**config.mk**
```make
export PLATFORM = sky130hd
export DESIGN_NAME = mlu_top
export DESIGN_NICKNAME = d
export VERILOG_FILES = /design/src/rtl/mlu_pkg.sv /design/src/rtl/mlu_tag_table.sv /design/src/rtl/mlu_fill_engine.sv /design/src/rtl/mlu_access_ctrl.sv /design/src/rtl/mlu_replay_arb.sv /design/src/rtl/mlu_top.sv
export SDC_FILE = /design/constraint.sdc
export NUM_CORES = 1
export LEC_CHECK = 0
export BUFFER_PORTS_ARGS = -buffer_cell sky130_fd_sc_hd__buf_2
export CORE_ASPECT_RATIO = 1.25
export CORE_MARGIN = 1
export CORE_UTILIZATION = 32
export CTS_CLUSTER_DIAMETER = 120
export DETAILED_ROUTE_END_ITERATION = 16
export GPL_ROUTABILITY_DRIVEN = 0
export HOLD_SLACK_MARGIN = 0.05
export PLACE_DENSITY_LB_ADDON = 0.15
export SETUP_SLACK_MARGIN = 0.05
export SYNTH_ARGS = -nofsm -noshare
export SYNTH_HDL_FRONTEND = slang
export SYNTH_SLANG_ARGS = --single-unit
```
**constraint.sdc**
```tcl
create_clock -name clk -period 2.6 [get_ports clk]
set_input_delay 0.52 -clock clk [delete_from_list [all_inputs] [get_ports clk]]
set_output_delay 0.52 -clock clk [all_outputs]
set_load 0.02 [all_outputs]
```
**src/rtl/mlu_pkg.sv**
```systemverilog
package mlu_pkg;

  typedef enum logic {
    UNIT_IDLE  = 1'b0,
    UNIT_STALL = 1'b1
  } unit_state_e;

  function automatic int unsigned idx_bits(input int unsigned n);
    return (n > 1) ? $clog2(n) : 1;
  endfunction

endpackage

```
**src/rtl/mlu_tag_table.sv**
```systemverilog
module mlu_tag_table #(
  parameter int unsigned ADDR_W = 8,
  parameter int unsigned IDX_W  = 2
) (
  input  logic              clk,
  input  logic              rst_n,
  input  logic [ADDR_W-1:0] lk_addr_i,
  output logic              lk_hit_o,
  input  logic              wr_en_i,
  input  logic [ADDR_W-1:0] wr_addr_i
);

  localparam int unsigned ENTRIES = 1 << IDX_W;
  localparam int unsigned TAG_W   = ADDR_W - IDX_W;

  logic [ENTRIES-1:0] valid_q;
  logic [ENTRIES-1:0] valid_d;
  logic [ENTRIES-1:0] tag_we;
  logic [TAG_W-1:0]   tag_q [ENTRIES];

  logic [IDX_W-1:0]   lk_idx;
  logic [TAG_W-1:0]   lk_tag;
  logic [IDX_W-1:0]   wr_idx;
  logic [TAG_W-1:0]   wr_tag;

  assign lk_idx = lk_addr_i[IDX_W-1:0];
  assign lk_tag = lk_addr_i[ADDR_W-1:IDX_W];
  assign wr_idx = wr_addr_i[IDX_W-1:0];
  assign wr_tag = wr_addr_i[ADDR_W-1:IDX_W];

  // per-entry write decode
  for (genvar e = 0; e < ENTRIES; e++) begin : g_entry
    assign tag_we[e] = wr_en_i && (wr_idx == IDX_W'(e));
  end

  always_comb begin
    valid_d = valid_q | tag_we;
  end

  always_ff @(posedge clk or negedge rst_n) begin
    if (!rst_n) begin
      valid_q <= '0;
    end else begin
      valid_q <= valid_d;
    end
  end

  always_ff @(posedge clk) begin
    for (int e = 0; e < ENTRIES; e++) begin
      if (tag_we[e]) begin
        tag_q[e] <= wr_tag;
      end
    end
  end

  assign lk_hit_o = valid_q[lk_idx] && (tag_q[lk_idx] == lk_tag);

  // a written line is visible at the next cycle
  p_fill_visible_r5: assert property (@(posedge clk) disable iff (!rst_n)
    wr_en_i |=> valid_q[$past(wr_idx)]);

endmodule

```
**src/rtl/mlu_fill_engine.sv**
```systemverilog
module mlu_fill_engine #(
  parameter int unsigned ADDR_W   = 8,
  parameter int unsigned MISS_LAT = 10
) (
  input  logic              clk,
  input  logic              rst_n,
  input  logic              start_i,
  input  logic [ADDR_W-1:0] line_i,
  output logic              busy_o,
  output logic              last_o,
  output logic [ADDR_W-1:0] line_o
);

  localparam int unsigned CNT_W = $clog2(MISS_LAT + 1);
  localparam logic [CNT_W-1:0] CNT_LOAD = CNT_W'(MISS_LAT - 1);

  logic             busy_q, busy_d;
  logic [CNT_W-1:0] cnt_q, cnt_d;
  logic [ADDR_W-1:0] line_q;

  always_comb begin
    busy_d = busy_q;
    cnt_d  = cnt_q;
    if (start_i) begin
      busy_d = 1'b1;
      cnt_d  = CNT_LOAD;
    end else if (busy_q) begin
      if (cnt_q == '0) begin
        busy_d = 1'b0;
      end else begin
        cnt_d = cnt_q - 1'b1;
      end
    end
  end

  always_ff @(posedge clk or negedge rst_n) begin
    if (!rst_n) begin
      busy_q <= 1'b0;
      cnt_q  <= '0;
    end else begin
      busy_q <= busy_d;
      cnt_q  <= cnt_d;
    end
  end

  always_ff @(posedge clk) begin
    if (start_i) begin
      line_q <= line_i;
    end
  end

  assign busy_o = busy_q;
  assign last_o = busy_q && (cnt_q == '0);
  assign line_o = line_q;

  // a fill is never launched on top of an outstanding one
  p_single_fill_r6: assert property (@(posedge clk) disable iff (!rst_n)
    start_i |-> !busy_q);

  // a launched fill runs its full count
  p_fill_load_r3: assert property (@(posedge clk) disable iff (!rst_n)
    start_i |=> (busy_q && cnt_q == CNT_LOAD));

  // the fill keeps running in the background until its last cycle
  p_busy_holds_r5: assert property (@(posedge clk) disable iff (!rst_n)
    (busy_q && cnt_q != '0) |=> busy_q);

endmodule

```
**src/rtl/mlu_access_ctrl.sv**
```systemverilog
module mlu_access_ctrl
  import mlu_pkg::*;
#(
  parameter int unsigned ADDR_W = 8
) (
  input  logic              clk,
  input  logic              rst_n,
  input  logic              start_i,
  input  logic [ADDR_W-1:0] addr_i,
  input  logic              no_replay_i,
  output logic [ADDR_W-1:0] lk_addr_o,
  input  logic              lk_hit_i,
  input  logic              fill_busy_i,
  input  logic              fill_last_i,
  input  logic [ADDR_W-1:0] fill_line_i,
  output logic              fill_start_o,
  output logic [ADDR_W-1:0] fill_line_o,
  output logic              ready_o,
  output logic              done_o,
  output logic              replay_o
);

  unit_state_e       state_q, state_d;
  logic [ADDR_W-1:0] held_q;
  logic              held_en;
  logic              idle;

  assign idle      = (state_q == UNIT_IDLE);
  assign lk_addr_o = idle ? addr_i : held_q;
  assign ready_o   = idle;

  always_comb begin
    state_d      = state_q;
    held_en      = 1'b0;
    done_o       = 1'b0;
    replay_o     = 1'b0;
    fill_start_o = 1'b0;
    fill_line_o  = lk_addr_o;
    if (idle) begin
      if (start_i) begin
        if (lk_hit_i) begin
          done_o = 1'b1;
        end else begin
          replay_o     = !no_replay_i;
          fill_start_o = !fill_busy_i;
          if (no_replay_i) begin
            state_d = UNIT_STALL;
            held_en = 1'b1;
          end
        end
      end
    end else begin
      if (fill_last_i && (fill_line_i == held_q)) begin
        done_o  = 1'b1;
        state_d = UNIT_IDLE;
      end else if (lk_hit_i) begin
        done_o  = 1'b1;
        state_d = UNIT_IDLE;
      end else if (!fill_busy_i) begin
        fill_start_o = 1'b1;
      end
    end
  end

  always_ff @(posedge clk or negedge rst_n) begin
    if (!rst_n) begin
      state_q <= UNIT_IDLE;
    end else begin
      state_q <= state_d;
    end
  end

  always_ff @(posedge clk) begin
    if (held_en) begin
      held_q <= addr_i;
    end
  end

  // completion and cancellation never coincide
  p_done_or_replay_r4: assert property (@(posedge clk) disable iff (!rst_n)
    !(done_o && replay_o));

  // a stall ends with done and ready comes back next cycle
  p_ready_back_r3: assert property (@(posedge clk) disable iff (!rst_n)
    (done_o && !ready_o) |=> ready_o);

  // no replay is raised while the unit is busy
  p_no_replay_busy_r8: assert property (@(posedge clk) disable iff (!rst_n)
    !ready_o |-> !replay_o);

endmodule

```
**src/rtl/mlu_replay_arb.sv**
```systemverilog
module mlu_replay_arb #(
  parameter int unsigned NUM_STAGES = 4,
  parameter int unsigned TID_W      = 2,
  parameter int unsigned STG_W      = 2
) (
  input  logic [NUM_STAGES-1:0]       req_i,
  input  logic [NUM_STAGES*TID_W-1:0] tid_i,
  output logic                        en_o,
  output logic [TID_W-1:0]            tid_o,
  output logic [STG_W-1:0]            stage_o
);

  logic [NUM_STAGES-1:0] grant;

  // later stages overwrite earlier ones, so the latest requester wins
  always_comb begin
    grant   = '0;
    tid_o   = '0;
    stage_o = '0;
    for (int s = 0; s < NUM_STAGES; s++) begin
      if (req_i[s]) begin
        grant   = '0;
        grant[s] = 1'b1;
        tid_o   = tid_i[s*TID_W +: TID_W];
        stage_o = STG_W'(s);
      end
    end
  end

  assign en_o = |grant;

  // at most one stage granted, and the latest requester holds it
  always_comb begin
    p_grant_onehot_r9: assert ($onehot0(grant));
    p_latest_wins_r9: assert (!req_i[NUM_STAGES-1] || grant[NUM_STAGES-1]);
  end

endmodule

```
**src/rtl/mlu_top.sv**
```systemverilog
module mlu_top
  import mlu_pkg::*;
#(
  parameter int unsigned ADDR_W     = 8,
  parameter int unsigned IDX_W      = 2,
  parameter int unsigned TID_W      = 2,
  parameter int unsigned MISS_LAT   = 10,
  parameter int unsigned NUM_STAGES = 4,
  parameter int unsigned UNIT_STAGE = 2,
  localparam int unsigned STG_W     = idx_bits(NUM_STAGES)
) (
  input  logic                        clk,
  input  logic                        rst_n,
  input  logic                        start_i,
  input  logic [TID_W-1:0]            tid_i,
  input  logic [ADDR_W-1:0]           addr_i,
  input  logic                        no_replay_i,
  input  logic [NUM_STAGES-1:0]       peer_req_i,
  input  logic [NUM_STAGES*TID_W-1:0] peer_tid_i,
  output logic                        ready_o,
  output logic                        done_o,
  output logic                        unit_replay_o,
  output logic                        replay_en_o,
  output logic [TID_W-1:0]            replay_tid_o,
  output logic [STG_W-1:0]            replay_stage_o
);

  logic [ADDR_W-1:0] lk_addr;
  logic              lk_hit;
  logic              fill_start;
  logic [ADDR_W-1:0] fill_req_line;
  logic              fill_busy;
  logic              fill_last;
  logic [ADDR_W-1:0] fill_line;

  logic [NUM_STAGES-1:0]       req_m;
  logic [NUM_STAGES*TID_W-1:0] tid_m;

  mlu_tag_table #(
    .ADDR_W (ADDR_W),
    .IDX_W  (IDX_W)
  ) tags_i (
    .clk       (clk),
    .rst_n     (rst_n),
    .lk_addr_i (lk_addr),
    .lk_hit_o  (lk_hit),
    .wr_en_i   (fill_last),
    .wr_addr_i (fill_line)
  );

  mlu_fill_engine #(
    .ADDR_W   (ADDR_W),
    .MISS_LAT (MISS_LAT)
  ) fill_i (
    .clk     (clk),
    .rst_n   (rst_n),
    .start_i (fill_start),
    .line_i  (fill_req_line),
    .busy_o  (fill_busy),
    .last_o  (fill_last),
    .line_o  (fill_line)
  );

  mlu_access_ctrl #(
    .ADDR_W (ADDR_W)
  ) ctrl_i (
    .clk          (clk),
    .rst_n        (rst_n),
    .start_i      (start_i),
    .addr_i       (addr_i),
    .no_replay_i  (no_replay_i),
    .lk_addr_o    (lk_addr),
    .lk_hit_i     (lk_hit),
    .fill_busy_i  (fill_busy),
    .fill_last_i  (fill_last),
    .fill_line_i  (fill_line),
    .fill_start_o (fill_start),
    .fill_line_o  (fill_req_line),
    .ready_o      (ready_o),
    .done_o       (done_o),
    .replay_o     (unit_replay_o)
  );

  // merge the unit's own request into its stage slot
  always_comb begin
    req_m = peer_req_i;
    tid_m = peer_tid_i;
    if (unit_replay_o) begin
      req_m[UNIT_STAGE] = 1'b1;
      tid_m[UNIT_STAGE*TID_W +: TID_W] = tid_i;
    end
  end

  mlu_replay_arb #(
    .NUM_STAGES (NUM_STAGES),
    .TID_W      (TID_W),
    .STG_W      (STG_W)
  ) arb_i (
    .req_i   (req_m),
    .tid_i   (tid_m),
    .en_o    (replay_en_o),
    .tid_o   (replay_tid_o),
    .stage_o (replay_stage_o)
  );

  // replay only when permitted at the start cycle
  p_replay_gated_r4: assert property (@(posedge clk) disable iff (!rst_n)
    unit_replay_o |-> (!no_replay_i && start_i));

  // the unit's request always reaches the arbiter output
  p_unit_seen_r10: assert property (@(posedge clk) disable iff (!rst_n)
    unit_replay_o |-> (replay_en_o && replay_stage_o >= STG_W'(UNIT_STAGE)));

endmodule

```
==> impl_metrics.xml <==
<?xml version="1.0" encoding="UTF-8"?>
<metrics>
  <group name="global_route">
    <metric name="grt_antenna_before_repair" unit="">0</metric>
    <metric name="first_global_vias" unit="">1725</metric>
    <metric name="globalRouteTotalUtil" unit="%">15.0</metric>
    <metric name="global_route.overflow_total" unit="">0</metric>
    <metric name="grt_start_max_net_pins" unit="">16</metric>
    <metric name="wire_length_of_the_first_global_routing_pass" unit="µm">8650</metric>
  </group>
  <group name="critical_path">
    <metric name="timing.critical_path.slowest_stage_cell" unit="">sky130_fd_sc_hd__or4b_4</metric>
    <metric name="data_arrival_critical_path" unit="ps">2760</metric>
    <metric name="path_class" unit="">flip-flop to output pin</metric>
    <metric name="critPathMaxStageDelay" unit="ps">470</metric>
    <metric name="worst_setup_path_end_kind" unit="">output pin</metric>
    <metric name="sort_of_element_at_the_start_of_the_critical_path" unit="">flip-flop</metric>
    <metric name="crit_required" unit="ps">2080</metric>
    <metric name="crit_chain" unit="">mux2i_4 -&gt; buf_12 -&gt; mux2i_1 -&gt; or3_1 -&gt; o211ai_2 -&gt; and4_4 -&gt; a21oi_4 -&gt; or4b_4 -&gt; buf_2</metric>
    <metric name="cp_max_fanout" unit="">13</metric>
  </group>
  <group name="clock_network">
    <metric name="clock_tree.htree_level_count" unit="">2</metric>
    <metric name="clock_sinks" unit="">50</metric>
    <metric name="cts.root.buffer_cell" unit="">sky130_fd_sc_hd__clkbuf_8</metric>
    <metric name="tritoncts_clock_tree" unit="">built</metric>
    <metric name="clock_path_buffers" unit="">2</metric>
    <metric name="tritoncts.num_buffers" unit="">5</metric>
    <metric name="clk_latency" unit="ps">300</metric>
    <metric name="clkTransAtPathRegs" unit="ps">90</metric>
  </group>
  <group name="final_layout">
    <metric name="drive_gt1_share" unit="%">36.3</metric>
    <metric name="fin_nets" unit="">286</metric>
    <metric name="syn2layout_area_growth" unit="%">29.7</metric>
    <metric name="antenna_cells_inserted" unit="">0</metric>
    <metric name="final_core_utilization" unit="%">42.8</metric>
    <metric name="finish.instance_area" unit="µm²">3150</metric>
  </group>
  <group name="pwr">
    <metric name="finalPower" unit="mW">2.78</metric>
    <metric name="p_leak" unit="nW">1.25</metric>
    <metric name="power.ir.vdd_worst" unit="mV">0.278</metric>
    <metric name="pwr_density_cell" unit="nW/µm²">885</metric>
  </group>
  <group name="yosys">
    <metric name="synth.top_cells.by_count" unit="">sky130_fd_sc_hd__edfxtp_1, sky130_fd_sc_hd__xnor2_1, sky130_fd_sc_hd__mux2i_1</metric>
    <metric name="synthesis.area_per_instance" unit="µm²">12.6</metric>
    <metric name="synth_cells" unit="">193</metric>
    <metric name="post_synth_edffs" unit="">40</metric>
    <metric name="yosys-mux-area-fraction" unit="%">9.33</metric>
    <metric name="synth_compound_area_share" unit="%">7.32</metric>
    <metric name="yosysUniqueCellTypes" unit="">37</metric>
    <metric name="main_area_contributors_after_synthesis" unit="">sky130_fd_sc_hd__edfxtp_1, sky130_fd_sc_hd__dfrtp_1, sky130_fd_sc_hd__mux2i_1</metric>
    <metric name="synthSimpleGateAreaFrac" unit="%">13.0</metric>
    <metric name="synth_area" unit="µm²">2430</metric>
    <metric name="synth-adder-area-share" unit="%">1.03</metric>
    <metric name="synth_xor_area_share" unit="%">6.86</metric>
    <metric name="synth_nets" unit="">221</metric>
    <metric name="yosys.cell_count.top_type" unit="">sky130_fd_sc_hd__edfxtp_1</metric>
    <metric name="synth_largest_type_area_fraction" unit="%">49.5</metric>
    <metric name="asyncSetResetFlopFracSynth" unit="%">20.0</metric>
    <metric name="yosysWarningCount" unit="">0</metric>
    <metric name="yosys_most_used_dff" unit="">sky130_fd_sc_hd__edfxtp_1</metric>
    <metric name="seq_area_frac_synth" unit="%">59.8</metric>
    <metric name="main_combinational_cell_family_by_area_after_synthesis" unit="">simple AND/OR/NAND/NOR gates</metric>
    <metric name="ys_seq_elements" unit="">50</metric>
    <metric name="yosys.area.top_type" unit="">sky130_fd_sc_hd__edfxtp_1</metric>
  </group>
  <group name="placed_design">
    <metric name="place.detailed.hpwl" unit="µm">4110</metric>
    <metric name="port-buffer-count" unit="">33</metric>
    <metric name="placement.cell_area" unit="µm²">2970</metric>
  </group>
  <group name="floorplan">
    <metric name="start_util" unit="%">33.0</metric>
    <metric name="die_width" unit="µm">79.9</metric>
    <metric name="boundaryPins" unit="">34</metric>
    <metric name="die_h" unit="µm">99.4</metric>
    <metric name="design.die.area" unit="µm²">7940</metric>
    <metric name="core.rowCount" unit="">35</metric>
    <metric name="core" unit="µm²">7360</metric>
  </group>
  <group name="sta">
    <metric name="layout_worst_path_cycle_share" unit="%">126</metric>
    <metric name="tns" unit="ps">-5360</metric>
    <metric name="final_period_minus_worst_setup_slack" unit="ps">3280</metric>
    <metric name="finalHoldWorstSlack" unit="ps">67.5</metric>
    <metric name="achievable-frequency" unit="MHz">304</metric>
    <metric name="finalHoldViolations" unit="">0</metric>
    <metric name="timing.slew.headroom" unit="%">61.1</metric>
    <metric name="rsz0062_at_grt" unit="">yes</metric>
    <metric name="setup_viol_count_final" unit="">23</metric>
    <metric name="timing.final.max_slew_violations" unit="">0</metric>
    <metric name="worst_case_clock_skew" unit="ps">8.65</metric>
    <metric name="final_ws_setup" unit="ps">-685</metric>
    <metric name="max_slew.worst_pin.slew" unit="ps">582</metric>
  </group>
  <group name="drt">
    <metric name="avgViaCountPerCell" unit="">4.64</metric>
    <metric name="drtPass1Iterations" unit="">4</metric>
    <metric name="residual_drc" unit="">0</metric>
    <metric name="initial_drt_markers" unit="">39</metric>
    <metric name="dr.max_layer_used" unit="">met4</metric>
    <metric name="met2WireLength" unit="µm">2680</metric>
    <metric name="antenna_violating_nets_post_route" unit="">0</metric>
    <metric name="met3WireLength" unit="µm">155</metric>
    <metric name="wire_per_inst" unit="µm">14.8</metric>
    <metric name="wirelength" unit="µm">5200</metric>
    <metric name="detailroute.via_count" unit="">1628</metric>
    <metric name="drt-met1-wl" unit="µm">2270</metric>
  </group>
  <group name="status">
    <metric name="status" unit="">complete, but fails checks</metric>
    <metric name="failed_checks" unit="">negative setup slack</metric>
  </group>
  <group name="job">
    <metric name="timing.max_cap.violations" unit="">0</metric>
  </group>
  <group name="min_path">
    <metric name="hold_path_class" unit="">input port to async pin</metric>
  </group>
</metrics>
-- logic make-up (layout without fill, tap and decap cells) --
kind of cell / count (synthesis) / after routing
buf+inv: 14 / 80
mux: 21 / 21
xor+xnor: 19 / 19
fa+ha+maj: 2 / 2
compound gates: 28 / 28
flops: 50 / 50
simple gates: 59 / 59
-- layer usage --
layer / vias up / track usage (%)
li1: 833 / -
met1: 750 / 17.6
met2: 36 / 26.3
met3: 9 / 3.30
met4: 0 / 5.77
met5: - / 0
-- what timing repair did --
action,in CTS,in global routing
setup buffers,1,0
pin swaps,1,2
endpoints found under the setup margin,26,26
resized for setup,6,6
hold buffers,0,0
cloned,0,0
-- worst max-delay path, delay by kind of cell, from the launching register on --
family	cells	cell delay, ps
simple gates	3	1130
compound gates	2	160
flops	1	440
buf+inv	2	350
mux	2	370
-- path summary, 6_finish.rpt --
| check | cells after the start | slack [ps] | startpoint | to |
|---|---|---|---|---|
| max | 9 | -680 | ctrl_i.state_q | replay_en_o |
| min | 1 | 70 | rst_n | tags_i.valid_q[2] |
| max reg2reg | 10 | -100 | ctrl_i.state_q | fill_i.line_o[4] |
| min reg2reg | 1 | 480 | tags_i.valid_q[1] | tags_i.valid_q[1] |
| max in group asynchronous | 1 | 2330 | rst_n | tags_i.valid_q[3] |
| min in group clk | 1 | 410 | addr_i[3] | ctrl_i.held_q[3] |
-- area by class of cell --
type | count | area [µm²]
clock buffers | 7 | 86.3
fillers | 723 | 4210
clock inverters | 1 | 30.0
repair buffers | 61 | 400
inverters | 11 | 41.3
well taps | 92 | 115
multi-input cells | 129 | 1020
flip-flops and latches | 50 | 1450
-- sequential cells by signal, indices dropped and copies added, names as in the netlist --
register / cells
tags_i.tag_q: 24
ctrl_i.held_q: 8
fill_i.line_o: 8
fill_i.cnt_q: 4
tags_i.valid_q: 4
ctrl_i.state_q: 1
fill_i.busy_o: 1
-- power by group --
part | total (mW) | switching, mW | internal [mW]
combinational | 1.04 | 0.526 | 0.519
clock | 0.557 | 0.243 | 0.314
sequential | 1.18 | 0.123 | 1.06
-- cell usage in the layout, fill, tap and decap left out, types with 2 or more instances in the layout --
master	n
sky130_fd_sc_hd__edfxtp_1	40
sky130_fd_sc_hd__buf_2	31
sky130_fd_sc_hd__buf_4	27
sky130_fd_sc_hd__xnor2_1	19
sky130_fd_sc_hd__mux2i_1	13
sky130_fd_sc_hd__nand2_1	13
sky130_fd_sc_hd__inv_1	11
sky130_fd_sc_hd__dfrtp_1	10
sky130_fd_sc_hd__nor2_1	9
sky130_fd_sc_hd__a21oi_1	8
sky130_fd_sc_hd__clkbuf_8	6
sky130_fd_sc_hd__nand2b_1	5
sky130_fd_sc_hd__nand4_1	5
sky130_fd_sc_hd__nor3b_1	5
sky130_fd_sc_hd__o21ai_0	5
sky130_fd_sc_hd__or2_2	4
sky130_fd_sc_hd__mux2i_2	3
sky130_fd_sc_hd__or3_1	3
sky130_fd_sc_hd__mux2_2	2
sky130_fd_sc_hd__mux2i_4	2
sky130_fd_sc_hd__nor2b_1	2
sky130_fd_sc_hd__and3_1	2
sky130_fd_sc_hd__nand3_1	2
sky130_fd_sc_hd__a21oi_4	2
sky130_fd_sc_hd__o211ai_1	2
sky130_fd_sc_hd__o31ai_2	2
sky130_fd_sc_hd__ha_1	2
sky130_fd_sc_hd__buf_6	2
-- per-stage QoR --
stage / cells / worst slack, ps
after global placement: 342 / -473
final: 351 / -685
after floorplan: 193 / -274
after detailed placement: 342 / -497
after global routing: 351 / -802
after CTS: 351 / -711
Note: power is estimated with default switching activity, not from simulation.
